==> config.mk <==
export PLATFORM = sky130hd
export DESIGN_NAME = irq_dist_regs
export DESIGN_NICKNAME = d
export VERILOG_FILES = /design/src/rtl/irqd_pkg.sv /design/src/rtl/irqd_decode.sv /design/src/rtl/irqd_setclr_map.sv /design/src/rtl/irqd_word_store.sv /design/src/rtl/irq_dist_regs.sv
export SDC_FILE = /design/constraint.sdc
export NUM_CORES = 2
export LEC_CHECK = 0
export BUFFER_PORTS_ARGS = -buffer_cell sky130_fd_sc_hd__buf_2
export CAP_MARGIN = 20
export CELL_PAD_IN_SITES_DETAIL_PLACEMENT = 0
export CELL_PAD_IN_SITES_GLOBAL_PLACEMENT = 2
export CORE_ASPECT_RATIO = 2
export CORE_UTILIZATION = 25
export CTS_CLUSTER_SIZE = 28
export DETAILED_ROUTE_END_ITERATION = 10
export PLACE_DENSITY_LB_ADDON = 0.12
export SLEW_MARGIN = 0
export SYNTH_ARGS = -nofsm -noshare
export SYNTH_HDL_FRONTEND = slang
export SYNTH_SLANG_ARGS = --single-unit
==> constraint.sdc <==
create_clock -name clk -period 7.2 [get_ports clk]
set_clock_uncertainty 0.2 [all_clocks]
set_input_delay 0.72 -clock clk [delete_from_list [all_inputs] [get_ports clk]]
set_output_delay 0.72 -clock clk [all_outputs]
set_load 0.03 [all_outputs]
==> src/rtl/irqd_pkg.sv <==
package irqd_pkg;

    localparam int ADDR_W    = 12;
    localparam int DATA_W    = 32;
    localparam int ID_BITS   = 10;
    localparam int MAX_IRQS  = 1024;

    localparam logic [ADDR_W-1:0] A_CTRL   = 12'h000;
    localparam logic [ADDR_W-1:0] A_TYPE   = 12'h001;
    localparam logic [ADDR_W-1:0] A_GROUP  = 12'h020;
    localparam logic [ADDR_W-1:0] A_SET_EN = 12'h040;
    localparam logic [ADDR_W-1:0] A_CLR_EN = 12'h060;
    localparam logic [ADDR_W-1:0] A_SET_PD = 12'h080;
    localparam logic [ADDR_W-1:0] A_CLR_PD = 12'h0A0;
    localparam logic [ADDR_W-1:0] A_PRIO   = 12'h100;
    localparam logic [ADDR_W-1:0] A_CFG    = 12'h300;
    localparam logic [ADDR_W-1:0] A_IDENT2 = 12'hFFA;

    localparam logic [DATA_W-1:0] IDENT2_VALUE = 32'h0000_003B;

    typedef enum logic [3:0] {
        RG_ZERO,
        RG_CTRL,
        RG_TYPE,
        RG_GROUP,
        RG_SET_EN,
        RG_CLR_EN,
        RG_SET_PD,
        RG_CLR_PD,
        RG_PRIO,
        RG_CFG,
        RG_IDENT2
    } region_e;

    typedef struct packed {
        region_e    region;
        logic [7:0] index;
    } decode_t;

    typedef struct packed {
        logic [24:0] rsvd_hi;
        logic        sec_off;
        logic        rsvd_5;
        logic        route_on;
        logic [1:0]  rsvd_3_2;
        logic        grp1;
        logic        grp0;
    } ctrl_word_t;

    function automatic logic [DATA_W-1:0] type_word(input int n_irqs);
        int capped;
        capped = (n_irqs > MAX_IRQS) ? MAX_IRQS : n_irqs;
        return DATA_W'((capped / 32) - 1) | DATA_W'((ID_BITS - 1) << 19);
    endfunction

    function automatic decode_t decode_addr(input logic [ADDR_W-1:0] a);
        decode_t d;
        d.region = RG_ZERO;
        d.index  = a[7:0];
        if (a == A_CTRL)                      d.region = RG_CTRL;
        else if (a == A_TYPE)                 d.region = RG_TYPE;
        else if (a[11:5] == A_GROUP[11:5])    d.region = RG_GROUP;
        else if (a[11:5] == A_SET_EN[11:5])   d.region = RG_SET_EN;
        else if (a[11:5] == A_CLR_EN[11:5])   d.region = RG_CLR_EN;
        else if (a[11:5] == A_SET_PD[11:5])   d.region = RG_SET_PD;
        else if (a[11:5] == A_CLR_PD[11:5])   d.region = RG_CLR_PD;
        else if (a[11:8] == A_PRIO[11:8])     d.region = RG_PRIO;
        else if (a[11:6] == A_CFG[11:6])      d.region = RG_CFG;
        else if (a == A_IDENT2)               d.region = RG_IDENT2;
        return d;
    endfunction

endpackage

==> src/rtl/irqd_decode.sv <==
module irqd_decode
    import irqd_pkg::*;
(
    input  logic [ADDR_W-1:0] addr,
    output decode_t           dec
);
    always_comb dec = decode_addr(addr);
endmodule

==> src/rtl/irqd_setclr_map.sv <==
module irqd_setclr_map #(
    parameter int N_IRQS     = 96,
    parameter int FIRST_WORD = 1
) (
    input  logic              clk,
    input  logic              rst,
    input  logic              set_we,
    input  logic              clr_we,
    input  logic [4:0]        word_idx,
    input  logic [31:0]       wdata,
    output logic [N_IRQS-1:0] bits,
    output logic [31:0]       rd_word
);
    localparam int WORDS  = N_IRQS / 32;
    localparam int STORED = WORDS - FIRST_WORD;

    logic [STORED*32-1:0] shared_q;

    always_ff @(posedge clk) begin
        if (rst) begin
            shared_q <= '0;
        end else begin
            for (int w = FIRST_WORD; w < WORDS; w++) begin
                if (word_idx == 5'(w)) begin
                    if (set_we)
                        shared_q[(w-FIRST_WORD)*32 +: 32] <= shared_q[(w-FIRST_WORD)*32 +: 32] | wdata;
                    else if (clr_we)
                        shared_q[(w-FIRST_WORD)*32 +: 32] <= shared_q[(w-FIRST_WORD)*32 +: 32] & ~wdata;
                end
            end
        end
    end

    assign bits = {shared_q, {(FIRST_WORD*32){1'b0}}};

    always_comb begin
        rd_word = '0;
        for (int w = FIRST_WORD; w < WORDS; w++)
            if (word_idx == 5'(w)) rd_word = shared_q[(w-FIRST_WORD)*32 +: 32];
    end

    generate
        for (genvar w = FIRST_WORD; w < WORDS; w++) begin : g_word_chk

            set_bits_chk: assert property (@(posedge clk) disable iff (rst)
                (set_we && word_idx == 5'(w)) |=>
                    ((bits[w*32 +: 32] & $past(wdata)) == $past(wdata)));

            clr_bits_chk: assert property (@(posedge clk) disable iff (rst)
                (clr_we && word_idx == 5'(w)) |=>
                    ((bits[w*32 +: 32] & $past(wdata)) == 32'd0));

            keep_bits_chk: assert property (@(posedge clk) disable iff (rst)
                ((set_we || clr_we) && word_idx == 5'(w)) |=>
                    ((bits[w*32 +: 32] & ~$past(wdata)) == ($past(bits[w*32 +: 32]) & ~$past(wdata))));
        end
    endgenerate

endmodule

==> src/rtl/irqd_word_store.sv <==
module irqd_word_store #(
    parameter int N_WORDS    = 24,
    parameter int FIRST_WORD = 8,
    parameter int IDX_W      = 8
) (
    input  logic             clk,
    input  logic             rst,
    input  logic             we,
    input  logic [IDX_W-1:0] idx,
    input  logic [31:0]      wdata,
    output logic [31:0]      rd_word
);
    localparam int STORED = N_WORDS - FIRST_WORD;

    logic [STORED*32-1:0] stor_q;

    always_ff @(posedge clk) begin
        if (rst) begin
            stor_q <= '0;
        end else if (we) begin
            for (int w = FIRST_WORD; w < N_WORDS; w++)
                if (idx == IDX_W'(w)) stor_q[(w-FIRST_WORD)*32 +: 32] <= wdata;
        end
    end

    always_comb begin
        rd_word = '0;
        for (int w = FIRST_WORD; w < N_WORDS; w++)
            if (idx == IDX_W'(w)) rd_word = stor_q[(w-FIRST_WORD)*32 +: 32];
    end


    hold_chk: assert property (@(posedge clk) disable iff (rst)
        !we |=> $stable(stor_q));

endmodule

==> src/rtl/irq_dist_regs.sv <==
module irq_dist_regs #(
    parameter int NUM_IRQS = 96
) (
    input  logic                          clk,
    input  logic                          rst,
    input  logic                          req_valid,
    input  logic                          req_write,
    input  logic [irqd_pkg::ADDR_W-1:0]   req_addr,
    input  logic [31:0]                   req_wdata,
    output logic                          rsp_valid,
    output logic [31:0]                   rsp_rdata,
    output logic                          grp1_en,
    output logic [NUM_IRQS-1:0]           irq_enable,
    output logic [NUM_IRQS-1:0]           irq_pending
);
    import irqd_pkg::*;

    localparam int PRIV_IRQS  = 32;
    localparam int BMAP_FIRST = PRIV_IRQS / 32;
    localparam int PRIO_WORDS = NUM_IRQS / 4;
    localparam int PRIO_FIRST = PRIV_IRQS / 4;
    localparam int CFG_WORDS  = NUM_IRQS / 16;
    localparam int CFG_FIRST  = PRIV_IRQS / 16;
    localparam logic [31:0] TYPE_WORD = type_word(NUM_IRQS);

    decode_t     dec;
    logic        wr, rd;
    logic        grp1_q;
    logic [31:0] en_rd, pd_rd, prio_rd, cfg_rd;
    logic [31:0] rd_mux;
    ctrl_word_t  ctrl_rd;

    assign wr = req_valid &&  req_write;
    assign rd = req_valid && !req_write;

    irqd_decode u_decode (.addr(req_addr), .dec(dec));

    always_ff @(posedge clk) begin
        if (rst)                              grp1_q <= 1'b0;
        else if (wr && dec.region == RG_CTRL) grp1_q <= req_wdata[1];
    end
    assign grp1_en = grp1_q;

    irqd_setclr_map #(.N_IRQS(NUM_IRQS), .FIRST_WORD(BMAP_FIRST)) u_enable (
        .clk(clk), .rst(rst),
        .set_we(wr && dec.region == RG_SET_EN),
        .clr_we(wr && dec.region == RG_CLR_EN),
        .word_idx(dec.index[4:0]), .wdata(req_wdata),
        .bits(irq_enable), .rd_word(en_rd)
    );

    irqd_setclr_map #(.N_IRQS(NUM_IRQS), .FIRST_WORD(BMAP_FIRST)) u_pending (
        .clk(clk), .rst(rst),
        .set_we(wr && dec.region == RG_SET_PD),
        .clr_we(wr && dec.region == RG_CLR_PD),
        .word_idx(dec.index[4:0]), .wdata(req_wdata),
        .bits(irq_pending), .rd_word(pd_rd)
    );

    irqd_word_store #(.N_WORDS(PRIO_WORDS), .FIRST_WORD(PRIO_FIRST), .IDX_W(8)) u_prio (
        .clk(clk), .rst(rst),
        .we(wr && dec.region == RG_PRIO),
        .idx(dec.index), .wdata(req_wdata), .rd_word(prio_rd)
    );

    irqd_word_store #(.N_WORDS(CFG_WORDS), .FIRST_WORD(CFG_FIRST), .IDX_W(6)) u_cfg (
        .clk(clk), .rst(rst),
        .we(wr && dec.region == RG_CFG),
        .idx(dec.index[5:0]), .wdata(req_wdata), .rd_word(cfg_rd)
    );

    always_comb begin
        ctrl_rd          = '0;
        ctrl_rd.grp1     = grp1_q;
        ctrl_rd.route_on = 1'b1;
        ctrl_rd.sec_off  = 1'b1;
    end

    always_comb begin
        unique case (dec.region)
            RG_CTRL:              rd_mux = ctrl_rd;
            RG_TYPE:              rd_mux = TYPE_WORD;
            RG_GROUP:             rd_mux = '1;
            RG_SET_EN, RG_CLR_EN: rd_mux = en_rd;
            RG_SET_PD, RG_CLR_PD: rd_mux = pd_rd;
            RG_PRIO:              rd_mux = prio_rd;
            RG_CFG:               rd_mux = cfg_rd;
            RG_IDENT2:            rd_mux = IDENT2_VALUE;
            default:              rd_mux = '0;
        endcase
    end

    always_ff @(posedge clk) begin
        if (rst) begin
            rsp_valid <= 1'b0;
            rsp_rdata <= '0;
        end else begin
            rsp_valid <= rd;
            if (rd) rsp_rdata <= rd_mux;
        end
    end


    rsp_follows_read_chk: assert property (@(posedge clk) disable iff (rst)
        rd |=> rsp_valid);

    no_rsp_otherwise_chk: assert property (@(posedge clk) disable iff (rst)
        !rd |=> !rsp_valid);

    ctrl_fixed_bits_chk: assert property (@(posedge clk) disable iff (rst)
        (rd && dec.region == RG_CTRL) |=>
            (rsp_rdata[6] && rsp_rdata[4] && !rsp_rdata[0]));

    grp1_write_chk: assert property (@(posedge clk) disable iff (rst)
        (wr && dec.region == RG_CTRL) |=> (grp1_en == $past(req_wdata[1])));

    ident_value_chk: assert property (@(posedge clk) disable iff (rst)
        (rd && req_addr == A_IDENT2) |=> (rsp_rdata == 32'h0000_003B));

    unmapped_write_chk: assert property (@(posedge clk) disable iff (rst)
        (wr && dec.region == RG_ZERO) |=>
            ($stable(irq_enable) && $stable(irq_pending) && $stable(grp1_en)));

endmodule

Yosys cells after proc, flatten, opt, wreduce, memory -nomap -nowiden

Index checks and enable logic that the tools add are counted.
Widths: inputs -> output; s select.

Reductions and logical operators: 39
Equal/unequal tests: 41
Bitwise gates (word level): 9
Muxes and demuxes: 43

Operator list:

| operator             | number |
|---|---|
| $mux 32              | 32 |
| $pmux 32 s8          | 1 |
| $and 32x32->32       | 4 |
| $or 32x32->32        | 4 |
| $eq 8x4->1 const B   | 8 |
| $eq 8x5->1 const B   | 8 |
| $reduce_and 2->1     | 24 |
| $mux 4               | 10 |
| $not 32->32          | 1 |
| $eq 4x3->1 const B   | 4 |
| $eq 7x2->1 const B   | 2 |
| $eq 7x3->1 const B   | 2 |
| $eq 12x1->1 const B  | 1 |
| $eq 12x12->1 const B | 1 |
| $eq 4x4->1 const B   | 3 |
| $eq 6x2->1 const B   | 2 |
| $eq 6x3->1 const B   | 2 |
| $logic_not 12->1     | 1 |
| $logic_and 1x1->1    | 9 |
| $eq 4x1->1 const B   | 2 |
| $eq 4x2->1 const B   | 2 |
| $eq 7x1->1 const B   | 1 |
| $eq 6x4->1 const B   | 1 |
| $eq 5x1->1 const B   | 1 |
| other kinds (4)      | 6 |

Register bits after elaboration: 802

Longest topological paths before layout

Depth after elaboration: 18
Gate-level depth with buffers: 11
Mapped depth without buffers: 6

Hierarchy

Synthesis repeated with hierarchy kept, for this count alone.

Cell total of the unflattened synthesis: 4,745
Area, all modules: 38,785.9 µm²

Modules (own cells, without submodules):

| module                    | times used | area an instance (µm²) | cells each |
|---|---|---|---|
| irqd_word_store at u_prio | 1          | 23,199.8               | 3,009 |
| irqd_setclr_map           | 2          | 3,454.6                | 399 |
| irqd_word_store at u_cfg  | 1          | 6,035.8                | 608 |
| irq_dist_regs             | 1          | 2,452.4                | 301 |
| irqd_decode               | 1          | 188.9                  | 29 |

Least setup slack after synthesis

OpenSTA, ideal clock, no wires.

Kind: input to register
Start: input req_addr[3] in the netlist's numbering
End: register rsp_rdata[29]
Setup slack: 4,309 ps
Data required time: 6,878 ps
Data arrival time: 2,569 ps
Library setup time: 122 ps
Stages: 8
Cells stage by stage: clkbuf_1 -> or3_1 -> buf_2 -> o21ai_0 -> a211oi_1 -> a311oi_4 -> buf_4 -> a221o_1

Cells in the longest elaborated chain, start to end: 18
Elaborated cells on any way between the ends: 72
Classes of those cells: eq/ne (34); mux (35); reduce/logical (3)

RTL lines:

| what                   | RTL line              | text |
|---|---|---|
| start: declaration     | irq_dist_regs.sv:8    | `input logic [irqd_pkg::ADDR_W-1:0] req_addr,` |
| $eq 8x4->1             | irqd_word_store.sv:29 | `if (idx == IDX_W'(w)) rd_word = stor_q[(w-FIRST_WORD)*32 +: 32];` |
| $mux 32 (16 in series) | irqd_word_store.sv:29 |  |
| $pmux 32 s8 (*)        | irq_dist_regs.sv:80   | `unique case (dec.region)` |
| end signal: assignment | irq_dist_regs.sv:99   | `if (rd) rsp_rdata <= rd_mux;` |
| end: declaration       | irq_dist_regs.sv:11   | `output logic [31:0] rsp_rdata,` |

Mark *: on every way between the ends. The rest lies on a longest branch, timed or not.
A chain may end at the register's enable or synchronous reset.

Worst setup path after layout

Start: input req_addr[5] in the netlist's numbering
End: register rsp_rdata[3]

Same word-level chain as after synthesis.

==> results.py <==
metrics = {
    "worst_setup_path": {
        "cp.required_ps": 7630,
        "r2r_cells": 6,
        "path_class": "primary input to flop",
        "r2r_setup_slack_ps": 4540,
        "crit_chain": "buf_2 > or4b_1 > buf_4 > nor3_4 > buf_4 > a32oi_1 > a311o_1 > a2111oi_0 > a211o_1",
        "cpMostUsedCell": "buf_4",
        "worstPathArrival_ps": 4380,
        "critPathCaptureType": "flop",
        "start_kind": "primary input",
        "r2r-end": "rsp_rdata[9]",
        "crit_fanout": 15,
        "crit_slowest_cell": "nor3_4",
        "rr_startpoint": "u_prio.stor_q[9]",
        "critical_path.max_stage_delay_ps": 700,
    },
    "floorplanning": {
        "start_util_pct": 25.2,
        "fp.dieW_microns": 271,
        "fp.dieH_microns": 540,
        "ios": 274,
        "core_area_sq_um": 144000,
        "die_area_sq_um": 146000,
        "rows": 197,
    },
    "route": {
        "wl_mm": 179,
        "first_pass_iters": 5,
        "drc": 0,
        "vias_per_cell": 5.06,
        "dr_total_vias": 33668,
        "drtIter0Drc": 2456,
        "wl_per_cell_microns": 26.9,
        "postRouteAntennaNets": 0,
    },
    "run": {
        "cap_violations": 0,
    },
    "cts": {
        "cts_tree": "built",
        "cts-root-buf": "clkbuf_16",
        "cts-hold-fix-buffers": 0,
        "cts_buffers": 84,
        "clk_latency_ps": 700,
        "cts.sinks": 802,
        "cts_setup_buffers": 0,
        "clk_pin_slew_worst_paths_ps": 60,
        "htreeDepth": 3,
        "cts_resized": 0,
        "clk_path_buf_depth": 3,
    },
    "hold_path": {
        "holdPathEnd": "u_prio.stor_q[22]",
        "holdCritStartpoint": "u_prio.stor_q[22]",
        "hold_path_depth": 2,
        "hold_path_class": "flop to flop",
    },
    "sta": {
        "fmax_ghz": 0.253,
        "max-slew-margin-rel_pct": 18.1,
        "final.setup.tns_ps": 0,
        "period_share_pct": 54.8,
        "setup_viol_count_final": 0,
        "hold_viol": 0,
        "finalCriticalPeriod_ps": 3950,
        "worst_pin_slew_ps": 1230,
        "maxSlewViolCount": 0,
        "rsz0062_at_grt": "no",
    },
    "yosys": {
        "syn_avg_cell_area_sq_um": 7.64,
        "synth-seq-area-share_pct": 44.4,
        "synth_area_sq_um": 36100,
        "synth_top_area_cell": "dfxtp_1",
        "synth_edf_count": 0,
        "ys_ff_latch": 802,
        "netlist.area_leader.share_pct": 44.4,
        "synth_cells": 4730,
        "yosysWarnings": 0,
        "async_reset_ff_share_pct": 0,
        "synthTopCellsByArea": "dfxtp_1, nand2_1, a21oi_1",
        "ys.flop_type": "dfxtp_1",
        "synth_cell_type_count": 84,
    },
    "placed_design": {
        "portBuffers": 209,
        "dp_hpwl_mm": 121,
        "gp_congestion": 0.796,
    },
    "power": {
        "p_leak_nw": 14.5,
        "powerDensity_nw_per_um2": 230,
        "p_total_mw": 9.51,
        "peakVddDrop_mv": 0.185,
    },
    "layout": {
        "area_growth_pct": 14.6,
        "final_common_cell": "nand2_1",
        "layout_common_cells": "nand2_1, dfxtp_1, a21oi_1, nor2_1, buf_2",
        "multi_input_area_sq_um": 18200,
        "register_area_sq_um": 16100,
        "drive_gt1_share_pct": 12.4,
        "fill_cells": 15552,
        "fin_util_pct": 28.8,
        "nets": 4754,
    },
    "run_status": {
        "status": "finished, final reports clean",
    },
    "grt": {
        "grt-ovfl-total": 0,
        "track_usage_pct": 24.0,
        "grt_pass1_wl_mm": 258,
        "antenna_found_initial": 3,
        "grt_max_degree": 212,
        "grt_pass1_vias": 32953,
    },
}
[through the flow]
step                      worst slack (ps)  hold WS, ps  area (sq um)  instances
final                                 3250          250         41400       6656
after global routing                  3120          264         41400       6656
after CTS                             3260          249         41400       6655
after detailed placement              2510          242         38700       6510
after global placement                2440          235         38700       6509
after floorplan                       4310          227         36400       4793
[cell type report]
type	count	area share, %
inverter	10	0.0906
multi-input combinational	3471	43.9
clock inverter	15	0.441
tap	1890	5.71
antenna	1	0.00604
sequential	802	38.7
clock buffer	130	6.07
timing repair buffer	337	5.04
[cell families after synthesis]
group                  share of synthesized area (%)
AND/OR/NAND/NOR                                 21.7
AO/OA/AOI/OAI                                   20.8
flip-flops                                      44.4
buffers and inverters                           6.49
multiplexers                                    6.56
other                                         0.0104
[power breakdown]
part           total [mW]  switching (mW)  internal [mW]
sequential           4.44        0.000441           4.44
combinational       0.525           0.446         0.0792
clock                4.55            2.01           2.54
total                9.51            2.46           7.05
[worst max path at each step]
| stage | from | end | cells after the start |
|---|---|---|---|
| floorplan | req_addr[3] | rsp_rdata[29] | 8 |
| global placement | req_addr[0] | rsp_rdata[19] | 9 |
| detailed placement | req_addr[5] | rsp_rdata[3] | 9 |
| CTS | req_addr[5] | rsp_rdata[3] | 9 |
| global route | req_addr[5] | rsp_rdata[3] | 9 |
| finish | req_addr[5] | rsp_rdata[3] | 9 |
[per-layer routing]
metal	vias to the layer above	GRT usage [%]	share of wire (%)	routed length (microns)
li1	15934	-	-	-
met1	16621	26.5	38	68500
met2	909	46.8	55	98300
met3	202	3.02	4.1	7350
met4	2	7.45	2.9	5140
met5	-	0	0.0073	13
[Yosys cell counts (6+ instances only)]
library cell	n
o31ai_1	14
mux2_2	40
and2_1	11
nand2b_1	7
o21ai_0	104
a31oi_1	26
a2111oi_0	8
o221a_2	7
mux4_2	16
or3_1	6
a221oi_1	15
a22o_1	8
o221ai_1	13
and3_1	6
o2bb2ai_1	19
or2_2	14
o22ai_1	41
buf_1	9
nor2b_1	13
nor3_1	38
nor2_1	241
a221o_1	23
nand3_1	30
o211ai_1	30
buf_2	102
dfxtp_1	802
nor3_2	7
a32oi_1	9
a222oi_1	30
a211oi_1	21
a2bb2oi_1	7
inv_1	9
buf_4	71
a21o_1	7
mux2i_1	156
clkbuf_1	328
nand2_1	1520
a21oi_1	746
a22oi_1	81
[worst max-delay path: cells and delay by family]
| family | cells | cell delay (ps) |
|---|---|---|
| AO/OA/AOI/OAI | 4 | 1460 |
| buffers and inverters | 3 | 850 |
| AND/OR/NAND/NOR | 2 | 1330 |
No activity file was read; power rests on OpenSTA's default activity.
